[src/rtl/pvic_pkg.sv]
package pvic_pkg;
  localparam int PRIO_W      = 4;
  localparam int VEC_W       = 9;
  localparam int ADDR_CUR    = 0;
  localparam int ADDR_SW_SET = 1;
  localparam int ADDR_SW_CLR = 2;
  localparam int ADDR_PRIO0  = 4;

  typedef logic [PRIO_W-1:0] prio_t;
  typedef logic [VEC_W-1:0]  vec_t;
endpackage

[src/rtl/pvic_regs.sv]
module pvic_regs
  import pvic_pkg::*;
#(
  parameter int N_HW   = 24,
  parameter int N_SW   = 8,
  parameter int ADDR_W = 8,
  parameter int DATA_W = 16
) (
  input  logic                           clk_i,
  input  logic                           rst_ni,
  input  logic                           wr_i,
  input  logic [ADDR_W-1:0]              addr_i,
  input  logic [DATA_W-1:0]              wdata_i,
  input  prio_t                          cur_i,
  output logic [(N_HW+N_SW)*PRIO_W-1:0]  prio_flat_o,
  output logic [N_SW-1:0]                sw_pend_o,
  output logic                           cur_wr_o,
  output prio_t                          cur_wdata_o,
  output logic [DATA_W-1:0]              rdata_o
);
  localparam int N_SRC = N_HW + N_SW;
  localparam int IDX_W = $clog2(N_SRC);
  localparam int USE_W = (N_SW > PRIO_W) ? N_SW : PRIO_W;

  prio_t             prio_q [N_SRC];
  logic [N_SW-1:0]   pend_q;
  logic [ADDR_W-1:0] rel;
  logic              prio_sel;
  logic              set_hit, clr_hit;

  assign rel      = addr_i - ADDR_W'(ADDR_PRIO0);
  assign prio_sel = (addr_i >= ADDR_W'(ADDR_PRIO0)) && (rel < ADDR_W'(N_SRC));
  assign set_hit  = wr_i && (addr_i == ADDR_W'(ADDR_SW_SET));
  assign clr_hit  = wr_i && (addr_i == ADDR_W'(ADDR_SW_CLR));

  for (genvar g = 0; g < N_SRC; g++) begin : g_prio
    always_ff @(posedge clk_i) begin
      if (!rst_ni)
        prio_q[g] <= '0;
      else if (wr_i && prio_sel && rel == ADDR_W'(g))
        prio_q[g] <= wdata_i[PRIO_W-1:0];
    end
    assign prio_flat_o[g*PRIO_W +: PRIO_W] = prio_q[g];
  end

  always_ff @(posedge clk_i) begin
    if (!rst_ni)
      pend_q <= '0;
    else if (set_hit)
      pend_q <= pend_q | wdata_i[N_SW-1:0];
    else if (clr_hit)
      pend_q <= pend_q & ~wdata_i[N_SW-1:0];
  end

  assign sw_pend_o   = pend_q;
  assign cur_wr_o    = wr_i && (addr_i == ADDR_W'(ADDR_CUR));
  assign cur_wdata_o = wdata_i[PRIO_W-1:0];

  always_comb begin
    rdata_o = '0;
    if (addr_i == ADDR_W'(ADDR_CUR))
      rdata_o[PRIO_W-1:0] = cur_i;
    else if (addr_i == ADDR_W'(ADDR_SW_SET))
      rdata_o[N_SW-1:0] = pend_q;
    else if (prio_sel)
      rdata_o[PRIO_W-1:0] = prio_q[rel[IDX_W-1:0]];
  end

  if (DATA_W > USE_W) begin : g_hi
    logic unused_hi;
    assign unused_hi = ^wdata_i[DATA_W-1:USE_W];
  end

  // a clear write leaves none of its selected bits pending
  p_sw_clear_r6: assert property (@(posedge clk_i) disable iff (!rst_ni)
    clr_hit |=> (pend_q & $past(wdata_i[N_SW-1:0])) == '0);
endmodule

[src/rtl/pvic_arbiter.sv]
module pvic_arbiter
  import pvic_pkg::*;
#(
  parameter int N_SRC = 32
) (
  input  logic [N_SRC-1:0]        req_i,
  input  logic [N_SRC*PRIO_W-1:0] prio_flat_i,
  input  prio_t                   cur_i,
  output logic                    win_valid_o,
  output vec_t                    win_idx_o,
  output prio_t                   win_prio_o
);
  prio_t best_p;
  vec_t  best_i;

  always_comb begin
    best_p = '0;
    best_i = '0;
    for (int i = 0; i < N_SRC; i++) begin
      if (req_i[i] && prio_flat_i[i*PRIO_W +: PRIO_W] > cur_i &&
          prio_flat_i[i*PRIO_W +: PRIO_W] > best_p) begin
        best_p = prio_flat_i[i*PRIO_W +: PRIO_W];
        best_i = VEC_W'(i);
      end
    end
  end

  assign win_valid_o = (best_p != '0);
  assign win_idx_o   = best_i;
  assign win_prio_o  = best_p;
endmodule

[src/rtl/pvic_prio_stack.sv]
module pvic_prio_stack
  import pvic_pkg::*;
#(
  parameter int DEPTH = 16
) (
  input  logic  clk_i,
  input  logic  rst_ni,
  input  logic  push_i,
  input  logic  pop_i,
  input  prio_t load_i,
  input  logic  wr_i,
  input  prio_t wr_prio_i,
  output prio_t cur_o
);
  localparam int CNT_W = $clog2(DEPTH + 1);

  prio_t            mem [DEPTH];
  logic [CNT_W-1:0] cnt_q;
  prio_t            cur_q;
  logic             full, empty;

  assign full  = (cnt_q == CNT_W'(DEPTH));
  assign empty = (cnt_q == '0);

  always_ff @(posedge clk_i) begin
    if (!rst_ni) begin
      cur_q <= '0;
      cnt_q <= '0;
    end else if (push_i && pop_i && !empty) begin
      cur_q <= load_i;
    end else if (push_i) begin
      cur_q <= load_i;
      if (!full) cnt_q <= cnt_q + 1'b1;
    end else if (pop_i && !empty) begin
      cur_q <= mem[cnt_q - 1'b1];
      cnt_q <= cnt_q - 1'b1;
    end else if (wr_i) begin
      cur_q <= wr_prio_i;
    end
  end

  always_ff @(posedge clk_i) begin
    if (push_i && !(pop_i && !empty) && !full)
      mem[cnt_q] <= cur_q;
  end

  assign cur_o = cur_q;

  // the stack never holds more than DEPTH levels
  p_no_overflow_r8: assert property (@(posedge clk_i) disable iff (!rst_ni)
    cnt_q <= CNT_W'(DEPTH));
  // an end of service on an empty stack leaves the level alone
  p_empty_pop_ignored_r8: assert property (@(posedge clk_i) disable iff (!rst_ni)
    (pop_i && !push_i && empty) |=> $stable(cur_q));
endmodule

[src/rtl/pvic_top.sv]
module pvic_top
  import pvic_pkg::*;
#(
  parameter int N_HW   = 24,
  parameter int N_SW   = 8,
  parameter int DEPTH  = 16,
  parameter int ADDR_W = 8,
  parameter int DATA_W = 16
) (
  input  logic              clk_i,
  input  logic              rst_ni,
  input  logic [N_HW-1:0]   hw_req_i,
  input  logic              reg_wr_i,
  input  logic [ADDR_W-1:0] reg_addr_i,
  input  logic [DATA_W-1:0] reg_wdata_i,
  output logic [DATA_W-1:0] reg_rdata_o,
  output logic              irq_valid_o,
  output logic [8:0]        irq_vector_o,
  input  logic              irq_ready_i,
  input  logic              eoi_i
);
  localparam int N_SRC = N_HW + N_SW;

  logic [N_SRC*PRIO_W-1:0] prio_flat;
  logic [N_SW-1:0]         sw_pend;
  logic                    cur_wr;
  prio_t                   cur_wdata, cur_w;
  logic                    win_valid;
  vec_t                    win_idx;
  prio_t                   win_prio;
  logic                    valid_q, ack;
  vec_t                    vec_q;
  prio_t                   prio_q;

  pvic_regs #(.N_HW(N_HW), .N_SW(N_SW), .ADDR_W(ADDR_W), .DATA_W(DATA_W)) regs_i (
    .clk_i, .rst_ni, .wr_i(reg_wr_i), .addr_i(reg_addr_i), .wdata_i(reg_wdata_i),
    .cur_i(cur_w), .prio_flat_o(prio_flat), .sw_pend_o(sw_pend),
    .cur_wr_o(cur_wr), .cur_wdata_o(cur_wdata), .rdata_o(reg_rdata_o));

  pvic_arbiter #(.N_SRC(N_SRC)) arb_i (
    .req_i({sw_pend, hw_req_i}), .prio_flat_i(prio_flat), .cur_i(cur_w),
    .win_valid_o(win_valid), .win_idx_o(win_idx), .win_prio_o(win_prio));

  assign ack = valid_q && irq_ready_i;

  pvic_prio_stack #(.DEPTH(DEPTH)) stack_i (
    .clk_i, .rst_ni, .push_i(ack), .pop_i(eoi_i), .load_i(prio_q),
    .wr_i(cur_wr), .wr_prio_i(cur_wdata), .cur_o(cur_w));

  always_ff @(posedge clk_i) begin
    if (!rst_ni) begin
      valid_q <= 1'b0;
      vec_q   <= '0;
      prio_q  <= '0;
    end else begin
      valid_q <= win_valid && !ack;
      vec_q   <= win_idx;
      prio_q  <= win_prio;
    end
  end

  assign irq_valid_o  = valid_q;
  assign irq_vector_o = vec_q;

  // an offered vector always names an existing source
  p_vec_in_range_r1: assert property (@(posedge clk_i) disable iff (!rst_ni)
    valid_q |-> vec_q < VEC_W'(N_SRC));
  // nothing at priority zero is ever offered
  p_no_zero_prio_r3: assert property (@(posedge clk_i) disable iff (!rst_ni)
    valid_q |-> prio_q != '0);
  // an offer sits strictly above the level it was chosen against
  p_above_mask_r5: assert property (@(posedge clk_i) disable iff (!rst_ni)
    valid_q |-> prio_q > $past(cur_w));
  // the acknowledge edge withdraws the offer
  p_ack_clears_valid_r7: assert property (@(posedge clk_i) disable iff (!rst_ni)
    ack |=> !valid_q);
  // the granted priority becomes the current level
  p_ack_loads_level_r7: assert property (@(posedge clk_i) disable iff (!rst_ni)
    ack |=> cur_w == $past(prio_q));
endmodule

[config.mk]
export PLATFORM = sky130hd
export DESIGN_NAME = pvic_top
export DESIGN_NICKNAME = d
export VERILOG_FILES = /design/src/rtl/pvic_pkg.sv /design/src/rtl/pvic_regs.sv /design/src/rtl/pvic_arbiter.sv /design/src/rtl/pvic_prio_stack.sv /design/src/rtl/pvic_top.sv
export SDC_FILE = /design/constraint.sdc
export NUM_CORES = 1
export LEC_CHECK = 0
export ABC_AREA = 1
export BUFFER_PORTS_ARGS = -buffer_cell sky130_fd_sc_hd__buf_2
export CORE_UTILIZATION = 40
export DETAILED_ROUTE_END_ITERATION = 16
export PLACE_DENSITY = 0.64
export SLEW_MARGIN = 20
export SYNTH_ARGS = -nofsm -noshare
export SYNTH_HDL_FRONTEND = slang
export SYNTH_SLANG_ARGS = --single-unit
export TNS_END_PERCENT = 30
[constraint.sdc]
create_clock -name clk_i -period 87.9 [get_ports clk_i]
set_input_delay 4.395 -clock clk_i [delete_from_list [all_inputs] [get_ports clk_i]]
set_output_delay 4.395 -clock clk_i [all_outputs]
set_load 0.01 [all_outputs]
# Word level (Yosys, flattened, before mapping)
# Memories as Yosys holds them, arrays and structs flattened.
# Cells that the tools add are included.
[totals]
ff_bits = 31
ramBits = 192
in_bits = 53
output_inout_bits = 26
wordCells = 479
mem_count = 2
[mem_list]
columns = ["name", "words", "word_bits", "read_ports", "rd_clocked_by_memory_dff", "write_ports", "line", "text"]
rows = [
  ["regs_i.prio_q", 32, 4, 33, 0, 32, "pvic_regs.sv:25", "prio_t prio_q [N_SRC];"],
  ["stack_i.mem", 16, 4, 1, 0, 1, "pvic_prio_stack.sv:17", "prio_t mem [DEPTH];"],
]
[classes]
addsub = 3
magnitude_cmp = 66
n_eq_ne = 35
mux = 208
bitwise_logic = 37
n_reduce_logical = 121
[ops]
columns = ["operator", "count"]
rows = [
  ["$mux 4", 81],
  ["$gt 4x4->1", 63],
  ["$eq 8x5->1 const B", 16],
  ["$logic_and 1x1->1", 108],
  ["$mux 1", 100],
  ["$mux 5", 19],
  ["$eq 8x4->1 const B", 8],
  ["$eq 8x3->1 const B", 4],
  ["$or 1x1->1", 32],
  ["$reduce_or 31->1", 1],
  ["$eq 8x2->1 const B", 3],
  ["$eq 8x1->1 const B", 2],
  ["$logic_not 8->1", 2],
  ["$mux 8", 2],
  ["$mux 3", 4],
  ["$and 8x8->8", 1],
  ["$ge 8x3->1 const B", 1],
  ["$lt 8x6->1 const B", 1],
  ["$not 8->8", 1],
  ["$or 8x8->8", 1],
  ["$reduce_bool 4->1", 2],
  ["$sub 8x3->8 const B", 1],
  ["$add 5x1->5 const B", 1],
  ["$eq 5x5->1 const B", 1],
  ["other kinds (9)", 15],
]

# Depth between registers and ports, before layout
# An unclocked memory read counts as a cell.
[logic_depth]
depth_word = 100
mapped_depth = 279
ltp_nobuf = 269

# Hierarchy
# Synthesis repeated with hierarchy kept, for this count alone.
[unflattened]
hier_cells = 2691
hier_area_um2 = 20307.0
[by_module_without_submodules]
columns = ["mod", "n_inst", "cells_per_inst", "area_per_inst_um2", "seq_area_each_um2"]
rows = [
  ["pvic_arbiter", 1, 1395, 8886.0, 0.0],
  ["pvic_regs", 1, 864, 7399.6, 4003.8],
  ["pvic_prio_stack", 1, 387, 3617.2, 2102.0],
  ["pvic_top", 1, 45, 404.1, 280.3],
]

# Worst setup path before layout
# Ideal clock, no wire load.
[synth_path]
path_kind = "input-to-reg"
from = "input port hw_req_i[0]"
to = "register valid_q, in the netlist irq_valid_o"
setup_time_ps = 111
arrival_time_ps = 34133
required_ps = 87789
setup_slack_ps = 53655
stages = 263
n_path_buf = 10
path_cell_list = "nand2_1 -> nor2_2 -> nand2_1 -> inv_1 -> nand2_1 -> ha_1 -> nand2_1 -> nor2_1 -> nor2_2 -> nand3_2 -> a21oi_1 -> inv_1 -> ha_1 -> inv_1 -> o21bai_1 -> nand4_1 -> nand2_2 -> nand2_4 -> [227 not listed] -> nand3_1 -> and2_1 -> ha_1 -> nand2_1 -> o21ai_0 -> a41oi_1 -> nand3_1 -> inv_1 -> nand2_1 -> and2_1 -> ha_1 -> a41oi_1 -> nand3_1 -> or2_2 -> nand2_1 -> nand2_1 -> nor2_1 -> nor2_1"
[synth_between]
elab_chain_len = 98
[synth_lines]
columns = ["item", "line", "text"]
rows = [
  ["start: declaration", "pvic_top.sv:12", "input logic [N_HW-1:0] hw_req_i,"],
  ["$logic_and 1x1->1 * (2 in series)", "pvic_arbiter.sv:20", "if (req_i[i] && prio_flat_i[i*PRIO_W +: PRIO_W] > cur_i &&"],
  ["$mux 4 *", "pvic_arbiter.sv:20", ""],
  ["$gt 4x4->1", "pvic_arbiter.sv:21", "prio_flat_i[i*PRIO_W +: PRIO_W] > best_p) begin"],
  ["$logic_and 1x1->1", "pvic_arbiter.sv:20", ""],
  ["$mux 4 *", "pvic_arbiter.sv:20", ""],
  ["$gt 4x4->1", "pvic_arbiter.sv:21", ""],
  ["$logic_and 1x1->1", "pvic_arbiter.sv:20", ""],
  ["$mux 4 *", "pvic_arbiter.sv:20", ""],
  ["[81 not listed]", "n/a", ""],
  ["$gt 4x4->1", "pvic_arbiter.sv:21", ""],
  ["$logic_and 1x1->1", "pvic_arbiter.sv:20", ""],
  ["$mux 4 *", "pvic_arbiter.sv:20", ""],
  ["$gt 4x4->1", "pvic_arbiter.sv:21", ""],
  ["$logic_and 1x1->1", "pvic_arbiter.sv:20", ""],
  ["$mux 4 *", "pvic_arbiter.sv:20", ""],
  ["$reduce_bool 4->1 *", "pvic_arbiter.sv:28", "assign win_valid_o = (best_p != '0);"],
  ["$logic_and 1x1->1 *", "pvic_top.sv:56", "valid_q <= win_valid && !ack;"],
  ["end signal: assignment", "pvic_top.sv:56", ""],
  ["end: declaration", "pvic_top.sv:31", "logic valid_q, ack;"],
]
# Mark *: on every way between the ends. The rest lies on a longest branch, timed or not.
# A chain may end at the register's enable or synchronous reset.

# Worst setup path in the final report
# Ends and elaborated chain as after synthesis.

==> results.cfg <==
[floorplan]
ioPinCount = 79
die_y_um = 219
die_w_um = 219
rows = 79
core_area_mm2 = 0.0465
die_area_mm2 = 0.0479
floorplan.initialDensity = 0.405

[worst_setup_path]
end_kind = flop
worst_ep_arrival_time_ns = 39.02
cpPeakStageDelay_ns = 0.38
worst-setup-path-type = in2reg
cp-start-kind = primary input
cp_slowest_cell = or2_2
crit_top_cell = nand2_1
required_ns = 88.33
worstPathMaxFanout = 11

[grt]
overflow = 0
grt_max_degree = 75
grt_pass1_wl_um = 85700
track_usage = 0.227
grt_antenna_before_repair = 1
grt_pass1_vias = 16134

[cells_and_area]
multiInputGateArea_mm2 = 0.0111
final_util = 0.441
layout.nets = 2696
stdcell_count = 3035
nFillCells = 4570
layout-drive-gt1-share = 0.129
ff_latch_area_mm2 = 0.00631
syn2layout_area_growth_pct = 9.11
fin_area_mm2 = 0.0205

[synth]
ys_top_cells_by_area = edfxtp_1 31%, ha_1 16%, nand2_1 7.4%, inv_1 5.4%, nand3_1 5.4%
yosys.cell_types.count = 45
postSynth.asyncResetShare = 0
ys.flop_type = edfxtp_1
synthCells = 2369
ys_warn_count = 0
synth_top_area_frac = 0.307
postSynthAreaPerCell_um2 = 7.93
ys_ff_latch = 219
yosysTopAreaCell = edfxtp_1
synth_edf_count = 192
netlist_area_mm2 = 0.0188
yosysSeqAreaShare = 0.336

[timing]
tns_ns = 0
slew_headroom = 0.384
hold_viol = 0
clock.fmax_ghz = 0.0259
setup_viol = 0
finalCritPeriodShare = 0.439
grt_setup_unrepaired = false
period_minus_slack_ns = 38.59
fin_skew_ns = 0.00895
worstMarginPinSlew_ns = 0.923
slew_viol_final = 0

[clock_tree]
clock-sinks = 219
path_clk_slew_ns = 0.06
post-cts-setup-buffer-count = 0
cts_resized = 0
holdBufCountCts = 0
clock_latency_ns = 0.54
h-tree-depth = 1
clockBufferDepth = 3
cts_inserted_buffers = 25
cts_tree = built
cts-root-buf = clkbuf_16

[detailed_routing]
viasPerCell = 5.53
routed_wl_um = 54600
vias = 16792
drt_iter0_drc = 1311
drc_errors = 0
drt_pre_antenna_iters = 5
drt-wirelength-per-cell_um = 18.0
ant_nets = 0

[placement]
post-dp-hpwl_um = 40300
io_buffers = 58
dp.cells = 2989
place_congestion = 0.923
placed_area_mm2 = 0.0196

[job]
maxCapViolations = 0

[status]
outcome = complete, no violations

[worst_hold_path]
hold_path.class = reg2reg
==> state kept, by name, indices dropped and copies added, names as in the netlist, named ones only <==
signal	cells
irq_valid_o	1
stack_i.cur_o	4
stack_i.mem	64
stack_i.cnt_q	5
regs_i.prio_q	128
prio_q	4
irq_vector_o	5
==> stage by stage <==
step / worst slack (ns) / hold slack (ns)
global route: 45.59 / 0.484
CTS: 49.53 / 0.478
finish: 49.31 / 0.481
floorplan: 53.66 / 0.443
global placement: 50.00 / 0.459
detailed placement: 49.10 / 0.463
==> synth_stat cells, types with 3 or more instances <==
| library cell | instances |
|---|---|
| a211oi_1 | 4 |
| nor2_4 | 25 |
| nand4_1 | 61 |
| dfxtp_1 | 27 |
| edfxtp_1 | 192 |
| o21bai_1 | 56 |
| inv_2 | 3 |
| nand3_1 | 202 |
| xor2_1 | 3 |
| o21ai_0 | 169 |
| o31ai_1 | 3 |
| nand2_2 | 73 |
| o32ai_1 | 3 |
| or2_2 | 3 |
| buf_1 | 4 |
| nand2_1 | 372 |
| buf_4 | 12 |
| nor2_2 | 33 |
| and2_1 | 4 |
| nor3_1 | 11 |
| nand2_4 | 27 |
| nor2_1 | 259 |
| a221oi_1 | 12 |
| ha_1 | 234 |
| buf_6 | 10 |
| o211ai_1 | 8 |
| inv_1 | 272 |
| o21ai_1 | 3 |
| o2111ai_1 | 6 |
| nand3_2 | 28 |
| o22ai_1 | 59 |
| o311ai_0 | 3 |
| a21oi_1 | 119 |
| clkbuf_1 | 49 |
| a22oi_1 | 4 |
==> cells by family after synthesis <==
kind of cell	after synthesis	share of synthesized area
AND/OR/NAND/NOR	1101	0.288
other	1	0.000200
XOR/XNOR	5	0.00233
flip-flops	219	0.336
adder cells (fa/ha/maj)	234	0.156
AO/OA/AOI/OAI	456	0.141
buffers and inverters	353	0.0770
==> worst paths after layout <==
path	from	cells after the start	endpoint	slack, ns
max	hw_req_i[0]	248	irq_valid_o	49.31
min	prio_q[0]	2	stack_i.cur_o[0]	0.48
max reg2reg	stack_i.cur_o[1]	250	irq_valid_o	51.59
min reg2reg	prio_q[0]	2	stack_i.cur_o[0]	0.48
==> critical path: cells and delay by family <==
family / cells / cell delay [ns]
simple gates: 130 / 15.01
fa+ha+maj: 31 / 9.83
compound gates: 56 / 7.97
buf+inv: 31 / 1.69
==> metal layers <==
metal  global-route usage  part of all wire  vias up
li1                     -                 -     8281
met1                0.295              0.43     7819
met2                0.389              0.47      570
met3               0.0259             0.064      122
met4               0.0773             0.037        0
met5                    0                 0        -
==> cells in the final DEF, fill, tap and decap left out, types with 61 or more instances in the layout <==
cell	instances
a21oi_1	119
edfxtp_1	192
ha_1	234
inv_1	266
nand2_1	372
nand2_2	73
nand3_1	202
nand4_1	61
nor2_1	257
o21ai_0	169
==> layout make-up <==
cell class | count | share of cell area
Clock buffer | 28 | 0.0311
Clock inverter | 16 | 0.0106
Antenna cell | 2 | 0.000244
Inverter | 277 | 0.0507
Tap cell | 607 | 0.0370
Timing Repair Buffer | 78 | 0.0221
Sequential cell | 219 | 0.308
Multi-Input combinational cell | 1808 | 0.541
Power is left out: the tool's default activity adds up to more than one toggle a clock period on the data nets, which glitch-free logic cannot reach.
